### src/rtl/cfgi2c_pkg.sv
package cfgi2c_pkg;

  typedef enum logic [2:0] {
    ST_IDLE,     // waiting for START (also used after a rejected address or NACK)
    ST_RXBITS,   // shifting in 8 bits on SCL rising edges
    ST_ACKWAIT,  // byte complete, wait for SCL low before pulling SDA
    ST_ACK,      // holding the acknowledge bit low
    ST_TXBITS,   // shifting out a byte, one bit per SCL falling edge
    ST_MACK,     // SDA released, sampling the master's acknowledge
    ST_TXWAIT    // master acked, wait for SCL low to present the next MSB
  } slv_state_e;

  // Power-on value of register idx.
  function automatic logic [7:0] reg_default(input int idx);
    return (idx == 0) ? 8'h00 : 8'hFF;
  endfunction

  // Beat = byte number after the address byte; beats 0 and 1 are discarded,
  // beat 2+k targets register k, which is writable only below nwr.
  function automatic logic beat_is_store(input int unsigned beat, input int unsigned nwr);
    return (beat >= 2) && (beat < nwr + 2);
  endfunction

  // Byte sent on read beat: beat 0 is the count, later beats come from the bank.
  function automatic logic [7:0] tx_pick(input logic is_count, input logic [7:0] count,
                                         input logic [7:0] bank_byte);
    return is_count ? count : bank_byte;
  endfunction

endpackage

### src/rtl/cfgi2c_line_sync.sv
module cfgi2c_line_sync #(
  parameter int STAGES = 2
) (
  input  logic clk,
  input  logic rst_n,
  input  logic scl_i,
  input  logic sda_i,
  output logic scl_lvl,
  output logic sda_lvl,
  output logic scl_rise,
  output logic scl_fall,
  output logic start_det,
  output logic stop_det
);
  // Bit STAGES-1 is the synchronized level, bit STAGES its previous value.
  logic [STAGES:0] scl_sh;
  logic [STAGES:0] sda_sh;
  logic scl_prev;
  logic sda_prev;

  always_ff @(posedge clk or negedge rst_n) begin
    if (!rst_n) begin
      scl_sh <= '1;
      sda_sh <= '1;
    end else begin
      scl_sh <= {scl_sh[STAGES-1:0], scl_i};
      sda_sh <= {sda_sh[STAGES-1:0], sda_i};
    end
  end

  assign scl_lvl  = scl_sh[STAGES-1];
  assign sda_lvl  = sda_sh[STAGES-1];
  assign scl_prev = scl_sh[STAGES];
  assign sda_prev = sda_sh[STAGES];

  assign scl_rise  = scl_lvl & ~scl_prev;
  assign scl_fall  = ~scl_lvl & scl_prev;
  assign start_det = scl_lvl & scl_prev & sda_prev & ~sda_lvl;
  assign stop_det  = scl_lvl & scl_prev & ~sda_prev & sda_lvl;
endmodule

### src/rtl/cfgi2c_regbank.sv
module cfgi2c_regbank
  import cfgi2c_pkg::*;
#(
  parameter int NUM_REGS = 7,
  parameter int NUM_WR   = 6,
  parameter int IDX_W    = 3,
  parameter int RIDX_W   = 5
) (
  input  logic                  clk,
  input  logic                  rst_n,
  input  logic                  we,
  input  logic [IDX_W-1:0]      widx,
  input  logic [7:0]            wdata,
  input  logic [RIDX_W-1:0]     ridx,
  output logic [7:0]            rdata,
  output logic [NUM_REGS*8-1:0] regs_flat
);
  for (genvar i = 0; i < NUM_REGS; i++) begin : g_reg
    if (i < NUM_WR) begin : g_rw
      logic [7:0] q;
      always_ff @(posedge clk or negedge rst_n) begin
        if (!rst_n)                             q <= reg_default(i);
        else if (we && widx == IDX_W'(i))       q <= wdata;
      end
      assign regs_flat[i*8 +: 8] = q;
    end else begin : g_fixed
      assign regs_flat[i*8 +: 8] = reg_default(i);
    end
  end

  always_comb begin
    rdata = 8'hFF;
    for (int i = 0; i < NUM_REGS; i++) begin
      if (ridx == RIDX_W'(i)) rdata = regs_flat[i*8 +: 8];
    end
  end
endmodule

### src/rtl/cfg_i2c_slave.sv
module cfg_i2c_slave
  import cfgi2c_pkg::*;
#(
  parameter int         NUM_REGS    = 7,
  parameter int         NUM_WR      = 6,
  parameter logic [6:0] DEV_ADDR    = 7'h69,
  parameter int         SYNC_STAGES = 2
) (
  input  logic                  clk,
  input  logic                  rst_n,
  input  logic                  scl_i,
  input  logic                  sda_i,
  output logic                  sda_oe_o,
  output logic [NUM_REGS*8-1:0] cfg_regs_o
);
  localparam int                IDX_W      = $clog2(NUM_REGS);
  localparam int                BEAT_W     = $clog2(NUM_REGS + 3) + 1;
  localparam logic [BEAT_W-1:0] BEAT_MAX   = '1;
  localparam logic [7:0]        BYTE_COUNT = 8'(NUM_REGS);

  // Named internal events, also observed by the checker.
  logic scl_lvl, sda_lvl, scl_rise, scl_fall, start_det, stop_det;
  logic byte_done, addr_hit, addr_reject, wr_commit;

  slv_state_e        st;
  logic [2:0]        bit_cnt;
  logic [7:0]        shreg;
  logic [BEAT_W-1:0] beat;
  logic              addr_phase;
  logic              rd_mode;
  logic              oe_q;

  logic [7:0]        rx_full;
  logic [BEAT_W-1:0] beat_m2;
  logic [BEAT_W-1:0] rd_idx;
  logic [7:0]        rd_data;
  logic [7:0]        tx_byte;
  logic [BEAT_W-1:0] beat_next;

  cfgi2c_line_sync #(.STAGES(SYNC_STAGES)) u_sync (
    .clk      (clk),
    .rst_n    (rst_n),
    .scl_i    (scl_i),
    .sda_i    (sda_i),
    .scl_lvl  (scl_lvl),
    .sda_lvl  (sda_lvl),
    .scl_rise (scl_rise),
    .scl_fall (scl_fall),
    .start_det(start_det),
    .stop_det (stop_det)
  );

  assign rx_full     = {shreg[6:0], sda_lvl};
  assign byte_done   = (st == ST_RXBITS) && scl_rise && (bit_cnt == 3'd7);
  assign addr_hit    = (rx_full[7:1] == DEV_ADDR);
  assign addr_reject = byte_done && addr_phase && !addr_hit;
  assign wr_commit   = byte_done && !addr_phase && !rd_mode &&
                       beat_is_store(32'(beat), NUM_WR);
  assign beat_m2     = beat - BEAT_W'(2);
  assign rd_idx      = beat - BEAT_W'(1);
  assign beat_next   = (beat == BEAT_MAX) ? beat : beat + BEAT_W'(1);
  assign tx_byte     = tx_pick(beat == '0, BYTE_COUNT, rd_data);

  cfgi2c_regbank #(
    .NUM_REGS(NUM_REGS),
    .NUM_WR  (NUM_WR),
    .IDX_W   (IDX_W),
    .RIDX_W  (BEAT_W)
  ) u_bank (
    .clk      (clk),
    .rst_n    (rst_n),
    .we       (wr_commit),
    .widx     (beat_m2[IDX_W-1:0]),
    .wdata    (rx_full),
    .ridx     (rd_idx),
    .rdata    (rd_data),
    .regs_flat(cfg_regs_o)
  );

  always_ff @(posedge clk or negedge rst_n) begin
    if (!rst_n) begin
      st         <= ST_IDLE;
      bit_cnt    <= '0;
      shreg      <= '0;
      beat       <= '0;
      addr_phase <= 1'b0;
      rd_mode    <= 1'b0;
      oe_q       <= 1'b0;
    end else if (start_det) begin
      st         <= ST_RXBITS;
      bit_cnt    <= '0;
      beat       <= '0;
      addr_phase <= 1'b1;
      oe_q       <= 1'b0;
    end else if (stop_det) begin
      st   <= ST_IDLE;
      oe_q <= 1'b0;
    end else begin
      unique case (st)
        ST_IDLE: ;
        ST_RXBITS: begin
          if (scl_rise) begin
            shreg   <= rx_full;
            bit_cnt <= bit_cnt + 3'd1;
            if (bit_cnt == 3'd7) begin
              if (addr_phase) begin
                addr_phase <= 1'b0;
                if (addr_hit) begin
                  rd_mode <= rx_full[0];
                  st      <= ST_ACKWAIT;
                end else begin
                  st <= ST_IDLE;
                end
              end else begin
                beat <= beat_next;
                st   <= ST_ACKWAIT;
              end
            end
          end
        end
        ST_ACKWAIT: begin
          if (scl_fall) begin
            oe_q <= 1'b1;
            st   <= ST_ACK;
          end
        end
        ST_ACK: begin
          if (scl_fall) begin
            bit_cnt <= '0;
            if (rd_mode) begin
              oe_q  <= ~tx_byte[7];
              shreg <= {tx_byte[6:0], 1'b0};
              st    <= ST_TXBITS;
            end else begin
              oe_q <= 1'b0;
              st   <= ST_RXBITS;
            end
          end
        end
        ST_TXBITS: begin
          if (scl_fall) begin
            bit_cnt <= bit_cnt + 3'd1;
            if (bit_cnt == 3'd7) begin
              oe_q <= 1'b0;
              st   <= ST_MACK;
            end else begin
              oe_q  <= ~shreg[7];
              shreg <= {shreg[6:0], 1'b0};
            end
          end
        end
        ST_MACK: begin
          if (scl_rise) begin
            if (sda_lvl) begin
              st <= ST_IDLE;
            end else begin
              beat <= beat_next;
              st   <= ST_TXWAIT;
            end
          end
        end
        ST_TXWAIT: begin
          if (scl_fall) begin
            bit_cnt <= '0;
            oe_q    <= ~tx_byte[7];
            shreg   <= {tx_byte[6:0], 1'b0};
            st      <= ST_TXBITS;
          end
        end
        default: st <= ST_IDLE;
      endcase
    end
  end

  assign sda_oe_o = oe_q;
endmodule

### config.mk
export PLATFORM = sky130hd
export DESIGN_NAME = cfg_i2c_slave
export DESIGN_NICKNAME = d
export VERILOG_FILES = /design/src/rtl/cfgi2c_pkg.sv /design/src/rtl/cfgi2c_line_sync.sv /design/src/rtl/cfgi2c_regbank.sv /design/src/rtl/cfg_i2c_slave.sv
export SDC_FILE = /design/constraint.sdc
export NUM_CORES = 1
export LEC_CHECK = 0
export BUFFER_PORTS_ARGS = -buffer_cell sky130_fd_sc_hd__clkbuf_2
export CORE_AREA = 2 2 98 100
export CTS_BUF_LIST = sky130_fd_sc_hd__clkbuf_16
export CTS_CLUSTER_SIZE = 12
export DETAILED_ROUTE_END_ITERATION = 10
export DIE_AREA = 0 0 100 102
export PLACE_DENSITY = 0.68
export SLEW_MARGIN = 20
export SYNTH_ARGS = -nofsm -noshare
export SYNTH_HDL_FRONTEND = slang
export SYNTH_HIERARCHICAL = 1
export SYNTH_SLANG_ARGS = --single-unit
### constraint.sdc
create_clock -name clk -period 4.52 [get_ports clk]
set_clock_uncertainty 0.1 [all_clocks]
set_input_delay 0.452 -clock clk [delete_from_list [all_inputs] [get_ports clk]]
set_output_delay 0.452 -clock clk [all_outputs]
set_load 0.02 [all_outputs]
==> impl_metrics.yaml <==
critical_path:
  cpMaxStageDelayCell: "nor4b_2"
  path_cells: "inv_1, ha_1, nand2_1, xnor2_1, nor4b_2, a22oi_1, a311oi_1, o22ai_1, nand4_1, a21bo_1, mux2_4"
  required_ns: 4.64
  cp-start-kind: "flip-flop"
  worstPathArrival_ns: 3.52
  rrSetupSlack_ns: 1.13
  max_stage_delay_ns: 0.72
  end_kind: "flip-flop"
  cp_top_family: "simple AND/OR/NAND/NOR gates"
  crit_fanout: 11
  cp_num_buf_inv: 1
  r2r_cells: 11
  critical_path_class: "reg -> reg"
  reg2reg_from: "beat[0]$_DFFE_PN0P_"
  r2r_end: "shreg[7]$_DFFE_PN0P_"
die:
  die_area_um2: 10200
  num_rows: 35
  fp.dieH_um: 102
  ios: 61
  core_um2: 9109
  start_util: 0.4794
  die_w_um: 100
timing:
  setup_ws_ns: 1.125
  hold_violations: 0
  timing.fmax_ghz: 0.2946
  rsz0062_at_grt: "no"
  drv_slew: 0
  min_period_over_period: 0.7510
  tightestPinTransition_ns: 0.9184
  finalCriticalPeriod_ns: 3.395
  relSlewSlack: 0.3877
  setup_viol: 0
  final.setup.tns_ns: 0
place:
  pre_cts_slack_ns: 1.170
  routabilityCongestion: 0.8641
  dp_hpwl_um: 7215
  portBuffers: 52
global_routing:
  grt_pass1_wl_um: 16590
  overflow: 0
  grt_max_degree: 77
  antenna_found_initial: 0
  gr-usage-all-layers: 0.2103
  grt_pass1_vias: 3120
synth:
  yosys_warnings: 6
  netlist_area_um2: 4367
  synth-edff-count: 0
  dominantRegCellSynth: "dfstp_2"
  synthArstFlopShare: 1.000
  ys_types: 72
  ys_seq_area_frac: 0.4487
  ys_ff_latch: 76
  syn_inst: 386
  avgSynthCellArea_um2: 11.31
clocking:
  clk_latency_ns: 0.33
  cts_setup_buffers: 0
  tritoncts: "done"
  cts_root_buf: "clkbuf_16"
  cts_buffer_depth: 2
  clkSlewWorstSetupHoldPaths_ns: 0.06
  numCtsBuffers: 9
  cts_resized: 0
  cts.sinks: 76
  htree_levels: 3
  cts_hold_buf: 0
drt:
  wl_per_cell_um: 18.68
  ant_nets: 0
  drc_errors: 0
  firstDrtPassIters: 4
  vias: 3297
  vias_per_cell: 6.050
  routed_wl_um: 10180
  drt_iter0_drc: 161
pwr:
  p_total_mw: 1.815
  leakagePower_nw: 2.215
  powerDensity_nw_per_um2: 368.3
  peakVddDrop_v: 0.0001682
finish:
  n_antenna_cell: 0
  drive_above_1_share: 0.4147
  nets: 443
  synthToLayoutAreaGrowth_pct: 12.89
run_status:
  outcome: "finished, final reports clean"
worst_hold_path:
  min_to: "u_sync/sda_sh[0]$_DFF_PN1_"
  min_delay_path_depth: 1
  hp-start: "sda_i"
  min_path_type: "in -> reg"
run:
  cap_viol_max_count: 0
[stage by stage]
step	std cells	utilization	cell area [um^2]	hold slack (ns)
global placement	529	0.5098	4643	0.2472
global route	545	0.5412	4930	0.08338
detailed placement	529	0.5098	4643	0.2476
CTS	545	0.5412	4930	0.08933
finish	545	0.5412	4930	0.09853
floorplan	393	-	4393	0.05641
[cells in the mapped netlist (all sizes together), types with 3 or more instances]
| library cell | count | area share |
|---|---|---|
| xnor2 | 3 | 0.0060 |
| dfrtp | 30 | 0.17 |
| o21ai | 7 | 0.0080 |
| mux2 | 59 | 0.16 |
| nand4 | 6 | 0.0086 |
| a22oi | 9 | 0.015 |
| clkbuf | 7 | 0.0060 |
| a21oi | 30 | 0.037 |
| dfstp | 46 | 0.28 |
| and3 | 5 | 0.0072 |
| nor4 | 4 | 0.011 |
| nor2 | 14 | 0.013 |
| nor3 | 4 | 0.0083 |
| ha | 10 | 0.029 |
| buf | 21 | 0.030 |
| a21bo | 3 | 0.0069 |
| a311oi | 8 | 0.016 |
| mux2i | 13 | 0.030 |
| o22ai | 10 | 0.014 |
| inv | 16 | 0.014 |
| nor2b | 6 | 0.0086 |
| nand2b | 13 | 0.019 |
| nand2 | 18 | 0.015 |
[sequential cells by signal, summed over array words and instances (netlist names)]
signal           flops
addr_phase           1
bit_cnt              3
u_bank/g.g_rw.q     48
st                   3
u_sync/sda_sh        3
u_sync/scl_sh        3
beat                 5
sda_oe_o             1
shreg                8
rd_mode              1
[cell families after synthesis]
family          after synthesis  share of synthesized area
other cells                   1                  0.0008588
simple gates                 89                     0.1298
fa+ha+maj                    10                    0.02865
compound gates               88                     0.1430
flops                        76                     0.4487
buf+inv                      45                    0.05100
mux                          72                     0.1862
xor+xnor                      5                    0.01175
[power breakdown]
group / internal [mW] / switching, mW
Clock: 0.420 / 0.268
Sequential: 0.743 / 0.122
Combinational: 0.126 / 0.136
Total: 1.29 / 0.526
[routing by layer]
metal / track usage / wire length, um
met1: 0.2872 / 4549
met2: 0.3389 / 4904
met3: 0.04309 / 508
met4: 0.06849 / 221
met5: 0 / 0
[cell usage in the layout (no fill, tap or decap), types with 8 or more instances in the layout]
cell and n:
conb_1 8, inv_1 18, a311oi_1 8, mux2_2 50
nand2_1 18, a22oi_1 9, dfrtp_1 30, dfstp_2 46
nor2_1 13, a21oi_1 29, clkbuf_2 51, ha_1 10
clkbuf_16 9, nand2b_1 13, mux2i_1 13, o22ai_1 10
[worst reg2reg max path, cell delays in order, from the launching register on]
cell and delay, ns:
dfrtp_1 0.55, inv_1 0.20, ha_1 0.27, nand2_1 0.08, xnor2_1 0.13, nor4b_2 0.72, a22oi_1 0.15, a311oi_1 0.37
o22ai_1 0.15, nand4_1 0.10, a21bo_1 0.22, mux2_4 0.25
[worst max-delay path by stage]
stage,from,endpoint,slack [ns],cells after the start
global route,beat[0]$_DFFE_PN0P_,shreg[7]$_DFFE_PN0P_,0.94,11
finish,beat[0]$_DFFE_PN0P_,shreg[7]$_DFFE_PN0P_,1.13,11
floorplan,beat[0]$_DFFE_PN0P_,shreg[5]$_DFFE_PN0P_,1.66,12
CTS,beat[0]$_DFFE_PN0P_,shreg[7]$_DFFE_PN0P_,1.17,11
global placement,beat[0]$_DFFE_PN0P_,shreg[5]$_DFFE_PN0P_,1.25,10
detailed placement,beat[0]$_DFFE_PN0P_,shreg[7]$_DFFE_PN0P_,1.17,11
[area by class of cell]
type	count	area [um^2]
Fill cell	783	4179
Clock inverter	7	61.31
Sequential cell	76	1959
Tap cell	111	138.9
Timing Repair Buffer	53	270.3
Inverter	17	63.81
Multi-Input combinational cell	272	2211
Clock buffer	9	225.2
(Power assumes the default switching activity.)
